==> src/rtl/ctrlword_datapath.sv <==
module ctrlword_datapath #(
  parameter int W    = 16,
  parameter int NREG = 8
) (
  input  logic         clk,
  input  logic         rst_n,
  input  logic [31:0]  ctrl,
  input  logic [W-1:0] in_port,
  output logic [W-1:0] out_port,
  output logic         flag_gt,
  output logic         flag_eq,
  output logic         flag_lt,
  output logic         bus_err
);
  localparam int AW = 3;
  localparam int SW = 3;

  logic [AW-1:0] wr_addr, rda, rdb;
  logic          wr_en, rda_en, rdb_en;
  logic [2:0]    alu_fn;
  logic          alu_oe, sh_oe, sh_left, sh_arith;
  logic [SW-1:0] sh_amt;
  logic          cnt_clr, cnt_ld, cnt_inc, cnt_oe;
  logic          aux_clr, aux_ld, aux_oe;
  logic          in_oe, out_ld, cmp_signed;

  assign wr_addr    = ctrl[2:0];
  assign wr_en      = ctrl[3];
  assign rda        = ctrl[6:4];
  assign rda_en     = ctrl[7];
  assign rdb        = ctrl[10:8];
  assign rdb_en     = ctrl[11];
  assign alu_fn     = ctrl[14:12];
  assign alu_oe     = ctrl[15];
  assign sh_amt     = ctrl[18:16];
  assign sh_left    = ctrl[19];
  assign sh_oe      = ctrl[20];
  assign cnt_clr    = ctrl[21];
  assign cnt_ld     = ctrl[22];
  assign cnt_inc    = ctrl[23];
  assign cnt_oe     = ctrl[24];
  assign aux_clr    = ctrl[25];
  assign aux_ld     = ctrl[26];
  assign aux_oe     = ctrl[27];
  assign in_oe      = ctrl[28];
  assign out_ld     = ctrl[29];
  assign sh_arith   = ctrl[30];
  assign cmp_signed = ctrl[31];

  logic [W-1:0] rf [NREG];
  logic [W-1:0] cnt_q, aux_q;
  logic [W-1:0] opa, opb, alu_y, sh_y, res_bus;

  assign opa = rda_en ? rf[rda] : '0;
  assign opb = rdb_en ? rf[rdb] : '0;

  always_comb begin
    case (alu_fn)
      3'd0:    alu_y = opa + opb;
      3'd1:    alu_y = opa - opb;
      3'd2:    alu_y = opa & opb;
      3'd3:    alu_y = opa | opb;
      3'd4:    alu_y = opa ^ opb;
      3'd5:    alu_y = opa;
      3'd6:    alu_y = opb;
      default: alu_y = opa + 1'b1;
    endcase
  end

  always_comb begin
    if (sh_left)       sh_y = opa << sh_amt;
    else if (sh_arith) sh_y = W'($signed(opa) >>> sh_amt);
    else               sh_y = opa >> sh_amt;
  end

  always_comb begin
    if (alu_oe)      res_bus = alu_y;
    else if (sh_oe)  res_bus = sh_y;
    else if (cnt_oe) res_bus = cnt_q;
    else if (aux_oe) res_bus = aux_q;
    else if (in_oe)  res_bus = in_port;
    else             res_bus = '0;
  end

  assign bus_err = $countones({alu_oe, sh_oe, cnt_oe, aux_oe, in_oe}) > 1;

  assign flag_eq = (opa == opb);
  assign flag_gt = cmp_signed ? ($signed(opa) > $signed(opb)) : (opa > opb);
  assign flag_lt = !flag_eq && !flag_gt;

  always_ff @(posedge clk or negedge rst_n) begin
    if (!rst_n) begin
      for (int i = 0; i < NREG; i++) rf[i] <= '0;
    end else if (wr_en) begin
      rf[wr_addr] <= res_bus;
    end
  end

  always_ff @(posedge clk or negedge rst_n) begin
    if (!rst_n)       cnt_q <= '0;
    else if (cnt_clr) cnt_q <= '0;
    else if (cnt_ld)  cnt_q <= res_bus;
    else if (cnt_inc) cnt_q <= cnt_q + 1'b1;
  end

  always_ff @(posedge clk or negedge rst_n) begin
    if (!rst_n)       aux_q <= '0;
    else if (aux_clr) aux_q <= '0;
    else if (aux_ld)  aux_q <= res_bus;
  end

  always_ff @(posedge clk or negedge rst_n) begin
    if (!rst_n)      out_port <= '0;
    else if (out_ld) out_port <= res_bus;
  end
endmodule

==> config.mk <==
export PLATFORM = sky130hd
export DESIGN_NAME = ctrlword_datapath
export DESIGN_NICKNAME = d
export VERILOG_FILES = /design/src/rtl/ctrlword_datapath.sv
export SDC_FILE = /design/constraint.sdc
export NUM_CORES = 1
export LEC_CHECK = 0
export ABC_AREA = 1
export BUFFER_PORTS_ARGS = -buffer_cell sky130_fd_sc_hd__clkbuf_2
export CELL_PAD_IN_SITES_DETAIL_PLACEMENT = 0
export CELL_PAD_IN_SITES_GLOBAL_PLACEMENT = 2
export CORE_ASPECT_RATIO = 1.5
export CORE_UTILIZATION = 39
export CTS_BUF_LIST = sky130_fd_sc_hd__clkbuf_8 sky130_fd_sc_hd__clkbuf_16
export DETAILED_ROUTE_END_ITERATION = 10
export PLACE_DENSITY = 0.9
export SYNTH_ARGS = -nofsm -noshare
export SYNTH_HDL_FRONTEND = slang
export SYNTH_SLANG_ARGS = --single-unit
==> constraint.sdc <==
create_clock -name clk -period 7.9 [get_ports clk]
set_input_delay 1.58 -clock clk [delete_from_list [all_inputs] [get_ports clk]]
set_output_delay 1.58 -clock clk [all_outputs]
set_load 0.02 [all_outputs]
After elaboration in Yosys (flattened, before gate mapping):

Cells that the tools add are included.

* register bits: 176
* input bits: 50
* output and inout bits: 20

* add/subtract/negate cells: 8
* $lt $le $gt $ge: 7
* equality and inequality tests: 7
* shift-type cells: 3
* muxes and demuxes: 25
* bitwise gates (word level): 6
* reductions and logical operators: 7

Operators by type and width (number)
* 2-to-1 mux 16 bit: 19
* bitwise mux 128 bit: 1
* one-hot mux 16 bit (7 select lines): 1
* binary-select mux 16 bit (select 3 bit): 2
* demux 16 bit (select 3 bit): 1
* adder 16 x 1 -> 16 bit, second input constant: 2
* > comparator 16 bit: 2
* adder 16 bit: 1
* bitwise AND 16 bit: 1
* == test 16 bit: 1
* OR 16 bit: 1
* << shifter 16 x 3 -> 16 bit: 1
* >> shifter 16 x 3 -> 16 bit: 1
* >>> shifter 16 x 3 -> 16 bit: 1
* subtractor 16 bit: 1
* XOR 16 bit: 1
* greater-or-equal comparator 4 bit, second input constant: 3
* NOT 3 -> 4 bit: 3
* == test 3 bit, second input constant: 3
* == test 3 x 2 -> 1 bit, second input constant: 2
* adder 1 x 1 -> 2 bit: 2
* adder 3 x 1 -> 4 bit: 1
* > comparator 4 x 1 -> 1 bit, second input constant: 1
* less-than comparator 4 x 1 -> 1 bit, second input constant: 1
* other kinds (8): 10

Logic depth before layout (Yosys ltp):

Gate-level depths: netlist of run 1.

* depth after elaboration: 12
* gate-level depth with buffers: 27
* gate-level depth less buffers: 24

Worst setup path before layout of run 1:

Ideal clock, no wire load.

* path type: input to output
* from: input port ctrl[8]
* to: output port flag_lt
* data arrival time: 4557 ps
* slack: 1763 ps
* stages on the path: 14
* buffers on the path: 3
* cell sequence: buf_4 > buf_6 > buf_2 > a21oi_1 > o21ai_0 > nand3_1 > nand3_1 > ha_1 > nand2_1 > inv_1 > nand4_1 > nor4_1 > nor2_1 > nor2_1

* elaborated cells on any way between the ends: 12
* classes of those cells: order compare: 2; eq/ne: 1; mux: 5; bitwise: 1; reduce/logical: 3

RTL lines
* start: declaration: RTL line 7 `input logic [31:0] ctrl,`
* NOT 3 -> 4 bit (not written as such): RTL line 55 `assign opb = rdb_en ? rf[rdb] : '0;`
* binary-select mux 16 bit (select 3 bit): RTL line 55
* 2-to-1 mux 16 bit (not written as such) (2 in series): RTL line 55
* 2-to-1 mux 16 bit: RTL line 55
* == test 16 bit: RTL line 87 `assign flag_eq = (opa == opb);`
* named net flag_eq: RTL line 11 `output logic flag_eq,`
* logical NOT 1 bit: RTL line 89 `assign flag_lt = !flag_eq && !flag_gt;`
* logical AND 1 bit: RTL line 89
* end: declaration: RTL line 12 `output logic flag_lt,`

The timed path passes the listed nets, and every way through them passes these cells. The select of a mux whose other input is x is not followed.

Final worst setup path of run 1:

* from: input port ctrl[9]
* to: output port flag_lt

* cells in the longest elaborated chain, start to end: 9
* elaborated cells on any way between the ends: 12
* classes of those cells: order compare: 2; eq/ne: 1; mux: 5; bitwise: 1; reduce/logical: 3

Ends and longest elaborated chain
* NOT 3 -> 4 bit (not written as such) *: RTL line 55
* binary-select mux 16 bit (select 3 bit) *: RTL line 55
* 2-to-1 mux 16 bit (not written as such) * (2 in series): RTL line 55
* 2-to-1 mux 16 bit *: RTL line 55
* > comparator 16 bit: RTL line 88 `assign flag_gt = cmp_signed ? ($signed(opa) > $signed(opb)) : (opa > opb);`
* 2-to-1 mux 1 bit: RTL line 88
* logical NOT 1 bit: RTL line 89
* logical AND 1 bit *: RTL line 89

Mark *: on every way between the ends. The rest lies on a longest branch, timed or not. The select of a mux whose other input is x is not followed.

==> results of run 1 <==
cell families (layout without fill, tap and decap cells):
logic type,Yosys count,in the layout,share of synthesized area
buffers and inverters,326,320,0.102
XOR/XNOR,12,12,0.00721
AO/OA/AOI/OAI,570,570,0.249
AND/OR/NAND/NOR,917,917,0.280
adder cells (fa/ha/maj),68,68,0.0599
flip-flops,176,176,0.302
final timing paths:
path,end,slack (ns),depth (start not counted)
min,cnt_q[8],0.48,2
max reg2reg,cnt_q[9],3.58,18
min reg2reg,cnt_q[8],0.48,2
max,flag_lt,1.05,15
max in group asynchronous,aux_q[13],5.45,2
min in group asynchronous,rf[20],1.10,1
where the power goes:
group	internal, mW	switching [mW]	total [mW]
Combinational	0.350	0.772	1.12
Sequential	1.07	0.129	1.20
Clock	0.605	0.369	0.974
routing by layer:
metal	track usage	routed length [um]	vias to the layer above
met4	0.157	2890	0
met2	0.509	27200	442
met5	0	0	-
met1	0.345	22000	6908
met3	0.0323	2130	111
li1	-	-	6958
area by class of cell:
class / count / area, sq um / area share
Timing Repair Buffer: 88 / 497 / 0.0318
Tap cell: 484 / 606 / 0.0388
Multi-Input combinational cell: 1567 / 8690 / 0.556
Sequential cell: 176 / 4400 / 0.282
Clock buffer: 19 / 453 / 0.0290
Inverter: 201 / 754 / 0.0483
Clock inverter: 12 / 214 / 0.0137
worst max-delay path: stages:
cell and delay [ns]:
clkbuf_2 0.66, inv_1 0.46, a21oi_1 0.23, o21ai_0 0.11
nand3_1 0.10, nand3_1 0.24, fa_1 0.55, nand4_1 0.13
o211ai_2 0.13, a21boi_0 0.32, o211ai_1 0.15, xor2_1 0.20
nor2_1 0.08, nor2_1 0.11, clkbuf_2 0.18
registers in the layout (all words and copies together), names as in the netlist:
signal / flops
aux_q: 16
cnt_q: 16
out_port: 16
rf: 128
placed cells by master, fill, tap and decap left out, types with 5 or more instances in the layout:
cell type	count
clkbuf_2	66
o22ai_1	10
or2_2	8
o21ai_2	111
a31oi_1	21
nand3_4	6
nand4_1	13
bufinv_16	6
nor4_1	5
clkbuf_16	17
xor2_1	5
a221oi_1	8
dfrtp_1	176
o21ai_0	115
a21oi_1	141
nor3_1	11
nor2_1	123
nand3_2	25
a21oi_2	9
buf_4	20
ha_1	65
nand3_1	187
inv_2	7
o211ai_1	53
o21ai_1	65
xnor2_1	7
nand2_1	508
inv_1	194
nand2_2	24
o2111ai_1	7
a211oi_1	8
a22oi_1	7
==> impl_metrics.xml, run 1 <==
<?xml version="1.0" encoding="UTF-8"?>
<metrics>
  <group name="run_status">
    <metric name="outcome" unit="">completed</metric>
  </group>
  <group name="placed_design">
    <metric name="placed_cells" unit="">2516</metric>
    <metric name="dpl-instance-area" unit="sq um">14900</metric>
    <metric name="dp_hpwl" unit="um">39800</metric>
    <metric name="place_ws" unit="ns">1.11</metric>
    <metric name="finalWeightedCongestion" unit="">0.965</metric>
    <metric name="number_of_buffers_inserted_by_port_buffering" unit="">69</metric>
  </group>
  <group name="clock_network">
    <metric name="postCtsResizedCells" unit="">0</metric>
    <metric name="clk-insertion-delay-late" unit="ns">0.46</metric>
    <metric name="clkSinkCount" unit="">176</metric>
    <metric name="postCtsSetupBuffers" unit="">0</metric>
    <metric name="clkTransAtPathRegs" unit="ns">0.07</metric>
    <metric name="cts_inserted_buffers" unit="">17</metric>
    <metric name="postCtsHoldBufs" unit="">0</metric>
    <metric name="max-clock-path-buffers" unit="">2</metric>
    <metric name="cts_htree_levels" unit="">4</metric>
    <metric name="cts_root_buf" unit="">clkbuf_16</metric>
    <metric name="cts_tree" unit="">yes</metric>
  </group>
  <group name="setup_path">
    <metric name="critPathLaunchType" unit="">primary input</metric>
    <metric name="worst_r2r_startpoint" unit="">rf[36]</metric>
    <metric name="critPathLaunch" unit="">ctrl[9]</metric>
    <metric name="critPathCaptureType" unit="">output pin</metric>
    <metric name="critPathRequiredTime" unit="ns">6.32</metric>
    <metric name="crit_path_max_fanout" unit="">38</metric>
    <metric name="worst-setup-path-type" unit="">in2out</metric>
    <metric name="arrival" unit="ns">5.27</metric>
  </group>
  <group name="sta">
    <metric name="final_hold_viol_count" unit="">0</metric>
    <metric name="setup_repair_after_global_routing_missed_its_margin" unit="">no</metric>
    <metric name="transition_time_of_the_tightest_slew_check_pin" unit="ns">1.26</metric>
    <metric name="finalMaxSlewViolations" unit="">0</metric>
    <metric name="setup_tns" unit="ns">0</metric>
    <metric name="setup_ws" unit="ns">1.05</metric>
    <metric name="fin_worst_skew" unit="ns">0.0115</metric>
    <metric name="final.period_utilization" unit="">0.866</metric>
    <metric name="setup_viol_count_final" unit="">0</metric>
    <metric name="achievable-frequency" unit="MHz">146</metric>
    <metric name="min_period" unit="ns">6.85</metric>
    <metric name="worst_slew_margin_rel" unit="">0.162</metric>
    <metric name="whs" unit="ns">0.480</metric>
  </group>
  <group name="routing">
    <metric name="detail_route.iter0.violations" unit="">1026</metric>
    <metric name="detailroute.via_count" unit="">14400</metric>
    <metric name="detail_route.drc_violations" unit="">0</metric>
    <metric name="avgViaCountPerCell" unit="">5.66</metric>
    <metric name="final_antenna_net_count" unit="">0</metric>
    <metric name="number_of_detailed_routing_iterations_run_before_antenna_repair" unit="">7</metric>
    <metric name="routed_wire_length_per_instance" unit="um">21.3</metric>
    <metric name="final_wirelength" unit="um">54200</metric>
  </group>
  <group name="layout">
    <metric name="stdcell_area" unit="sq um">15600</metric>
    <metric name="filler_cell_count" unit="">3908</metric>
    <metric name="final_cells" unit="">2547</metric>
    <metric name="final_net_count" unit="">2169</metric>
    <metric name="areaGrowthSynthToFinish" unit="%">7.14</metric>
    <metric name="post_route_cells_drive_above_1_share" unit="">0.153</metric>
    <metric name="diodes" unit="">0</metric>
    <metric name="post-route-util" unit="">0.424</metric>
  </group>
  <group name="synthesis">
    <metric name="synth_top_cells_by_area" unit="">dfrtp_1 30%, nand2_1 13%, o21ai_2 6.7%, nand3_1 6.4%, ha_1 5.6%</metric>
    <metric name="synth.cell_area" unit="sq um">14600</metric>
    <metric name="synthCells" unit="">2069</metric>
    <metric name="synth-seq-area-share" unit="">0.302</metric>
    <metric name="largest_area_contributor_in_the_synthesized_netlist" unit="">dfrtp_1</metric>
    <metric name="async_set_or_reset_flop_fraction_in_the_synthesized_netlist" unit="">1.00</metric>
    <metric name="ys_top_cells_by_count" unit="">508 x nand2_1, 192 x inv_1, 187 x nand3_1</metric>
    <metric name="ys_ff_latch" unit="">176</metric>
    <metric name="yosys.area.top_type_share" unit="">0.302</metric>
    <metric name="synth_nets" unit="">2187</metric>
    <metric name="synth-warning-count" unit="">0</metric>
    <metric name="synth_edf_count" unit="">0</metric>
    <metric name="unique_masters_post_synth" unit="">48</metric>
    <metric name="synthesis.area_per_instance" unit="sq um">7.04</metric>
    <metric name="synth.most_common_cell" unit="">nand2_1</metric>
    <metric name="postSynth.topFlopCell" unit="">dfrtp_1</metric>
  </group>
  <group name="floorplanning">
    <metric name="die_h" unit="um">239</metric>
    <metric name="design.die.area" unit="sq um">38200</metric>
    <metric name="core_region_area" unit="sq um">36800</metric>
    <metric name="start_util" unit="">0.396</metric>
    <metric name="row_count" unit="">86</metric>
    <metric name="fp.dieW" unit="um">160</metric>
    <metric name="num_io_pins" unit="">70</metric>
  </group>
  <group name="run">
    <metric name="cap_violations" unit="">0</metric>
  </group>
  <group name="global_route">
    <metric name="wire_length_of_the_first_global_routing_pass" unit="um">83200</metric>
    <metric name="antenna_violations_before_repair" unit="">0</metric>
    <metric name="pin_count_of_the_biggest_net_entering_global_routing" unit="">90</metric>
    <metric name="grt-ovfl-total" unit="">0</metric>
    <metric name="grt_use_total" unit="">0.289</metric>
    <metric name="grt_pass1_vias" unit="">13800</metric>
  </group>
  <group name="pwr">
    <metric name="total_leakage_power" unit="nW">7.42</metric>
    <metric name="max-vdd-ir-drop" unit="V">0.000135</metric>
    <metric name="pwr_density_cell" unit="nW/um^2">211</metric>
    <metric name="finalPower" unit="mW">3.30</metric>
  </group>
  <group name="hold_path">
    <metric name="min-delay-path-class" unit="">reg2reg</metric>
    <metric name="hold_path.startpoint" unit="">cnt_q[8]</metric>
  </group>
</metrics>
(Power assumes the default switching activity.)
==> run 2: changes to the inputs <==
==> config.mk (replaced) <==
export PLATFORM = sky130hd
export DESIGN_NAME = ctrlword_datapath
export DESIGN_NICKNAME = d
export VERILOG_FILES = /design/src/rtl/ctrlword_datapath.sv
export SDC_FILE = /design/constraint.sdc
export NUM_CORES = 1
export LEC_CHECK = 0
export ABC_AREA = 0
export BUFFER_PORTS_ARGS = -buffer_cell sky130_fd_sc_hd__buf_2
export CELL_PAD_IN_SITES_DETAIL_PLACEMENT = 0
export CELL_PAD_IN_SITES_GLOBAL_PLACEMENT = 2
export CORE_ASPECT_RATIO = 1.5
export CORE_UTILIZATION = 42
export CTS_BUF_LIST = sky130_fd_sc_hd__clkbuf_8 sky130_fd_sc_hd__clkbuf_16
export DETAILED_ROUTE_END_ITERATION = 10
export PLACE_DENSITY = 0.9
export RECOVER_POWER = 25
export SYNTH_ARGS = -nofsm -noshare
export SYNTH_HDL_FRONTEND = slang
export SYNTH_SLANG_ARGS = --single-unit
==> run 2 against run 1 <==
Critical path type unchanged. The run now ends with max-capacitance violations, max-slew violations left. Design area is 2.2% lower. Largest cell class unchanged. Clock power is 6.8% lower. Register-to-register slack worse by 0.47 ns. Synthesized cell count is 20% lower. Critical path depth is 1 higher. Fmax is 0.45% lower. Clock skew is 0.0066 ns higher. Count of clock-buffer cells in the layout is 2 lower. Worst hold slack better by 0.010 ns. Routed wire length is 1.9% lower. Cell count is 18% lower. Non-clock buffer count is 15 higher.
==> impl_metrics.xml, run 2 <==
<?xml version="1.0" encoding="UTF-8"?>
<metrics>
  <group name="run_status">
    <metric name="outcome" unit="">finished, violations left</metric>
    <metric name="violated_checks" unit="">max-capacitance violations, max-slew violations</metric>
  </group>
  <group name="pwr">
    <metric name="finalPower" unit="mW">3.33</metric>
    <metric name="total_leakage_power" unit="nW">6.79</metric>
    <metric name="pwr_density_cell" unit="nW/um^2">218</metric>
    <metric name="share_seq_of_total_power" unit="">0.363</metric>
    <metric name="netSwitchingPower" unit="mW">1.31</metric>
    <metric name="power_report.internal_total" unit="mW">2.03</metric>
    <metric name="max-vdd-ir-drop" unit="V">0.000166</metric>
    <metric name="p_clk_frac" unit="">0.272</metric>
    <metric name="netSwitchingFraction" unit="">0.392</metric>
    <metric name="part_of_the_total_power_dissipated_in_combinational_logic" unit="">0.365</metric>
  </group>
  <group name="synthesis">
    <metric name="synth-warning-count" unit="">0</metric>
    <metric name="synth_edf_count" unit="">0</metric>
    <metric name="synthesis.area_per_instance" unit="sq um">8.51</metric>
    <metric name="ys_ff_latch" unit="">176</metric>
    <metric name="ys_top_cells_by_count" unit="">233 x nand2_1, 179 x o21ai_0, 176 x dfrtp_1</metric>
    <metric name="synth.most_common_cell" unit="">nand2_1</metric>
    <metric name="largest_area_contributor_in_the_synthesized_netlist" unit="">dfrtp_1</metric>
    <metric name="synthCells" unit="">1653</metric>
    <metric name="synth.cell_area" unit="sq um">14100</metric>
    <metric name="synth_nets" unit="">1771</metric>
    <metric name="synth-seq-area-share" unit="">0.313</metric>
    <metric name="postSynth.topFlopCell" unit="">dfrtp_1</metric>
    <metric name="unique_masters_post_synth" unit="">80</metric>
    <metric name="yosys.area.top_type_share" unit="">0.313</metric>
    <metric name="synth_top_cells_by_area" unit="">dfrtp_1 31%, mux4_2 6.9%, o21ai_0 6.4%, nand2_1 6.2%, ha_1 5.8%</metric>
    <metric name="async_set_or_reset_flop_fraction_in_the_synthesized_netlist" unit="">1.00</metric>
  </group>
  <group name="routing">
    <metric name="avgViaCountPerCell" unit="">6.37</metric>
    <metric name="dr.max_layer_used" unit="">met5</metric>
    <metric name="final_wirelength" unit="um">53200</metric>
    <metric name="final_antenna_net_count" unit="">0</metric>
    <metric name="number_of_detailed_routing_iterations_run_before_antenna_repair" unit="">6</metric>
    <metric name="routed_wire_length_per_instance" unit="um">25.6</metric>
    <metric name="detail_route.drc_violations" unit="">0</metric>
    <metric name="routed-wl-met2" unit="um">26000</metric>
    <metric name="detailroute.via_count" unit="">13300</metric>
    <metric name="wl_met1" unit="um">20600</metric>
    <metric name="detail_route.iter0.violations" unit="">1140</metric>
    <metric name="routed-wl-met3" unit="um">2760</metric>
  </group>
  <group name="floorplanning">
    <metric name="die_h" unit="um">226</metric>
    <metric name="num_io_pins" unit="">70</metric>
    <metric name="design.die.area" unit="sq um">34200</metric>
    <metric name="row_count" unit="">81</metric>
    <metric name="fp.dieW" unit="um">151</metric>
    <metric name="start_util" unit="">0.429</metric>
    <metric name="core_region_area" unit="sq um">32700</metric>
  </group>
  <group name="setup_path">
    <metric name="critPathRequiredTime" unit="ns">6.32</metric>
    <metric name="critPathCaptureType" unit="">output pin</metric>
    <metric name="crit_path_max_fanout" unit="">10</metric>
    <metric name="critPathLaunchType" unit="">primary input</metric>
    <metric name="worst-r2r-cell-count" unit="">13</metric>
    <metric name="worst-setup-path-type" unit="">in2out</metric>
    <metric name="arrival" unit="ns">5.30</metric>
  </group>
  <group name="layout">
    <metric name="layout_common_cells" unit="">233 x nand2_1, 179 x o21ai_0, 176 x dfrtp_1, 124 x nor2_1, 75 x a21oi_1</metric>
    <metric name="area_used_by_multi_input_combinational_logic" unit="sq um">8860</metric>
    <metric name="sequential_cell_area" unit="sq um">4400</metric>
    <metric name="post_route_cells_drive_above_1_share" unit="">0.130</metric>
    <metric name="final_net_count" unit="">1767</metric>
    <metric name="register_with_the_most_flip_flops" unit="">rf</metric>
    <metric name="largest_register_ffs" unit="">128</metric>
    <metric name="layout.cells.most_common" unit="">nand2_1</metric>
    <metric name="areaGrowthSynthToFinish" unit="%">8.60</metric>
    <metric name="filler_cell_count" unit="">3238</metric>
  </group>
  <group name="placed_design">
    <metric name="finalWeightedCongestion" unit="">0.966</metric>
    <metric name="number_of_buffers_inserted_by_port_buffering" unit="">69</metric>
    <metric name="dp_hpwl" unit="um">39400</metric>
  </group>
  <group name="clock_network">
    <metric name="postCtsSetupBuffers" unit="">0</metric>
    <metric name="max-clock-path-buffers" unit="">2</metric>
    <metric name="clkTransAtPathRegs" unit="ns">0.08</metric>
    <metric name="clkSinkCount" unit="">176</metric>
    <metric name="cts_tree" unit="">yes</metric>
    <metric name="cts_inserted_buffers" unit="">17</metric>
    <metric name="cts_root_buf" unit="">clkbuf_16</metric>
    <metric name="clk-insertion-delay-late" unit="ns">0.46</metric>
    <metric name="postCtsResizedCells" unit="">0</metric>
    <metric name="cts_htree_levels" unit="">4</metric>
    <metric name="postCtsHoldBufs" unit="">0</metric>
  </group>
  <group name="global_route">
    <metric name="pin_count_of_the_biggest_net_entering_global_routing" unit="">83</metric>
    <metric name="grt_pass1_vias" unit="">13400</metric>
    <metric name="grt_use_total" unit="">0.323</metric>
    <metric name="wire_length_of_the_first_global_routing_pass" unit="um">81000</metric>
    <metric name="antenna_violations_before_repair" unit="">5</metric>
    <metric name="grt-ovfl-total" unit="">0</metric>
  </group>
  <group name="sta">
    <metric name="final.period_utilization" unit="">0.870</metric>
    <metric name="setup_repair_after_global_routing_missed_its_margin" unit="">no</metric>
    <metric name="finalMaxSlewViolations" unit="">116</metric>
    <metric name="setup_tns" unit="ns">0</metric>
    <metric name="final_hold_viol_count" unit="">0</metric>
    <metric name="transition_time_of_the_tightest_slew_check_pin" unit="ns">4.32</metric>
    <metric name="setup_viol_count_final" unit="">0</metric>
    <metric name="achievable-frequency" unit="MHz">145</metric>
    <metric name="min_period" unit="ns">6.88</metric>
    <metric name="fin_worst_skew" unit="ns">0.0181</metric>
    <metric name="worst_slew_margin_rel" unit="">-1.88</metric>
  </group>
  <group name="hold_path">
    <metric name="worst_hold_path.num_cells" unit="">2</metric>
    <metric name="min-delay-path-class" unit="">reg2reg</metric>
  </group>
  <group name="run">
    <metric name="cap_violations" unit="">2</metric>
  </group>
</metrics>
run 2: cell types whose count changed after synthesis, sizes merged, moves of 43 or more:
| cell | before | now |
|---|---|---|
| nand3 | 218 | 58 |
| a21oi | 150 | 76 |
| inv | 199 | 65 |
| o21ai | 291 | 193 |
| mux4 | 0 | 43 |
| nand2 | 533 | 233 |
| mux2i | 0 | 74 |
run 2: worst paths after layout:
path	from	end	slack [ns]
setup / recovery	ctrl[5]	flag_gt	1.02
setup reg to reg	rf[37]	aux_q[11]	3.11
hold reg to reg	aux_q[15]	aux_q[15]	0.49
min in group asynchronous	rst_n	rf[115]	2.65
max in group asynchronous	rst_n	rf[32]	2.22
hold / removal	aux_q[15]	aux_q[15]	0.49
run 2: final cells by class:
class                           instances  area share
Tap cell                              415      0.0340
Sequential cell                       176       0.288
Antenna cell                            3    0.000492
Timing Repair Buffer                  103      0.0392
Clock buffer                           17      0.0279
Inverter                               67      0.0165
Multi-Input combinational cell       1284       0.580
Clock inverter                         15      0.0131
run 2: power groups by stage:
stage          logic [mW]  registers [mW]  clock network, mW
2_1_floorplan       0.811            1.19                  0
3_3_place_gp         1.18            1.22                  0
3_5_place_dp         1.19            1.22                  0
4_1_cts              1.20            1.21              0.917
5_1_grt              1.32            1.23              0.954
6_report             1.22            1.21              0.908
run 2: metrics by stage:
stage	setup WS, ns	cell area, sq um	hold WS, ns	util	cells
after floorplan	1.56	14100	0.447	-	1653
after global placement	1.04	14600	0.465	0.447	2045
after detailed placement	1.04	14600	0.474	0.447	2045
after CTS	1.03	15300	0.494	0.467	2077
after global routing	0.722	15300	0.529	0.466	2078
final	1.02	15300	0.491	0.466	2080
run 2: logic make-up after synthesis:
logic type,count (synthesis),synth area share
multiplexers,138,0.138
adder cells (fa/ha/maj),68,0.0621
AO/OA/AOI/OAI,506,0.236
AND/OR/NAND/NOR,539,0.171
flip-flops,176,0.313
buffers and inverters,193,0.0584
XOR/XNOR,33,0.0206
run 2: per-layer routing:
metal	vias up	track usage
met5	-	0
li1	6056	-
met4	4	0.215
met3	171	0.0448
met2	512	0.534
met1	6508	0.386
run 2: critical path, stage by stage:
cell	delay, ns
buf_2	0.22
and2b_1	0.48
a22oi_1	0.27
and3_1	0.29
inv_1	0.10
ha_1	0.17
inv_1	0.07
fa_1	0.49
a211oi_1	0.41
o21ai_0	0.24
a21o_1	0.27
nor2b_1	0.15
nor3_1	0.17
a21oi_1	0.07
nor2b_1	0.14
buf_2	0.17
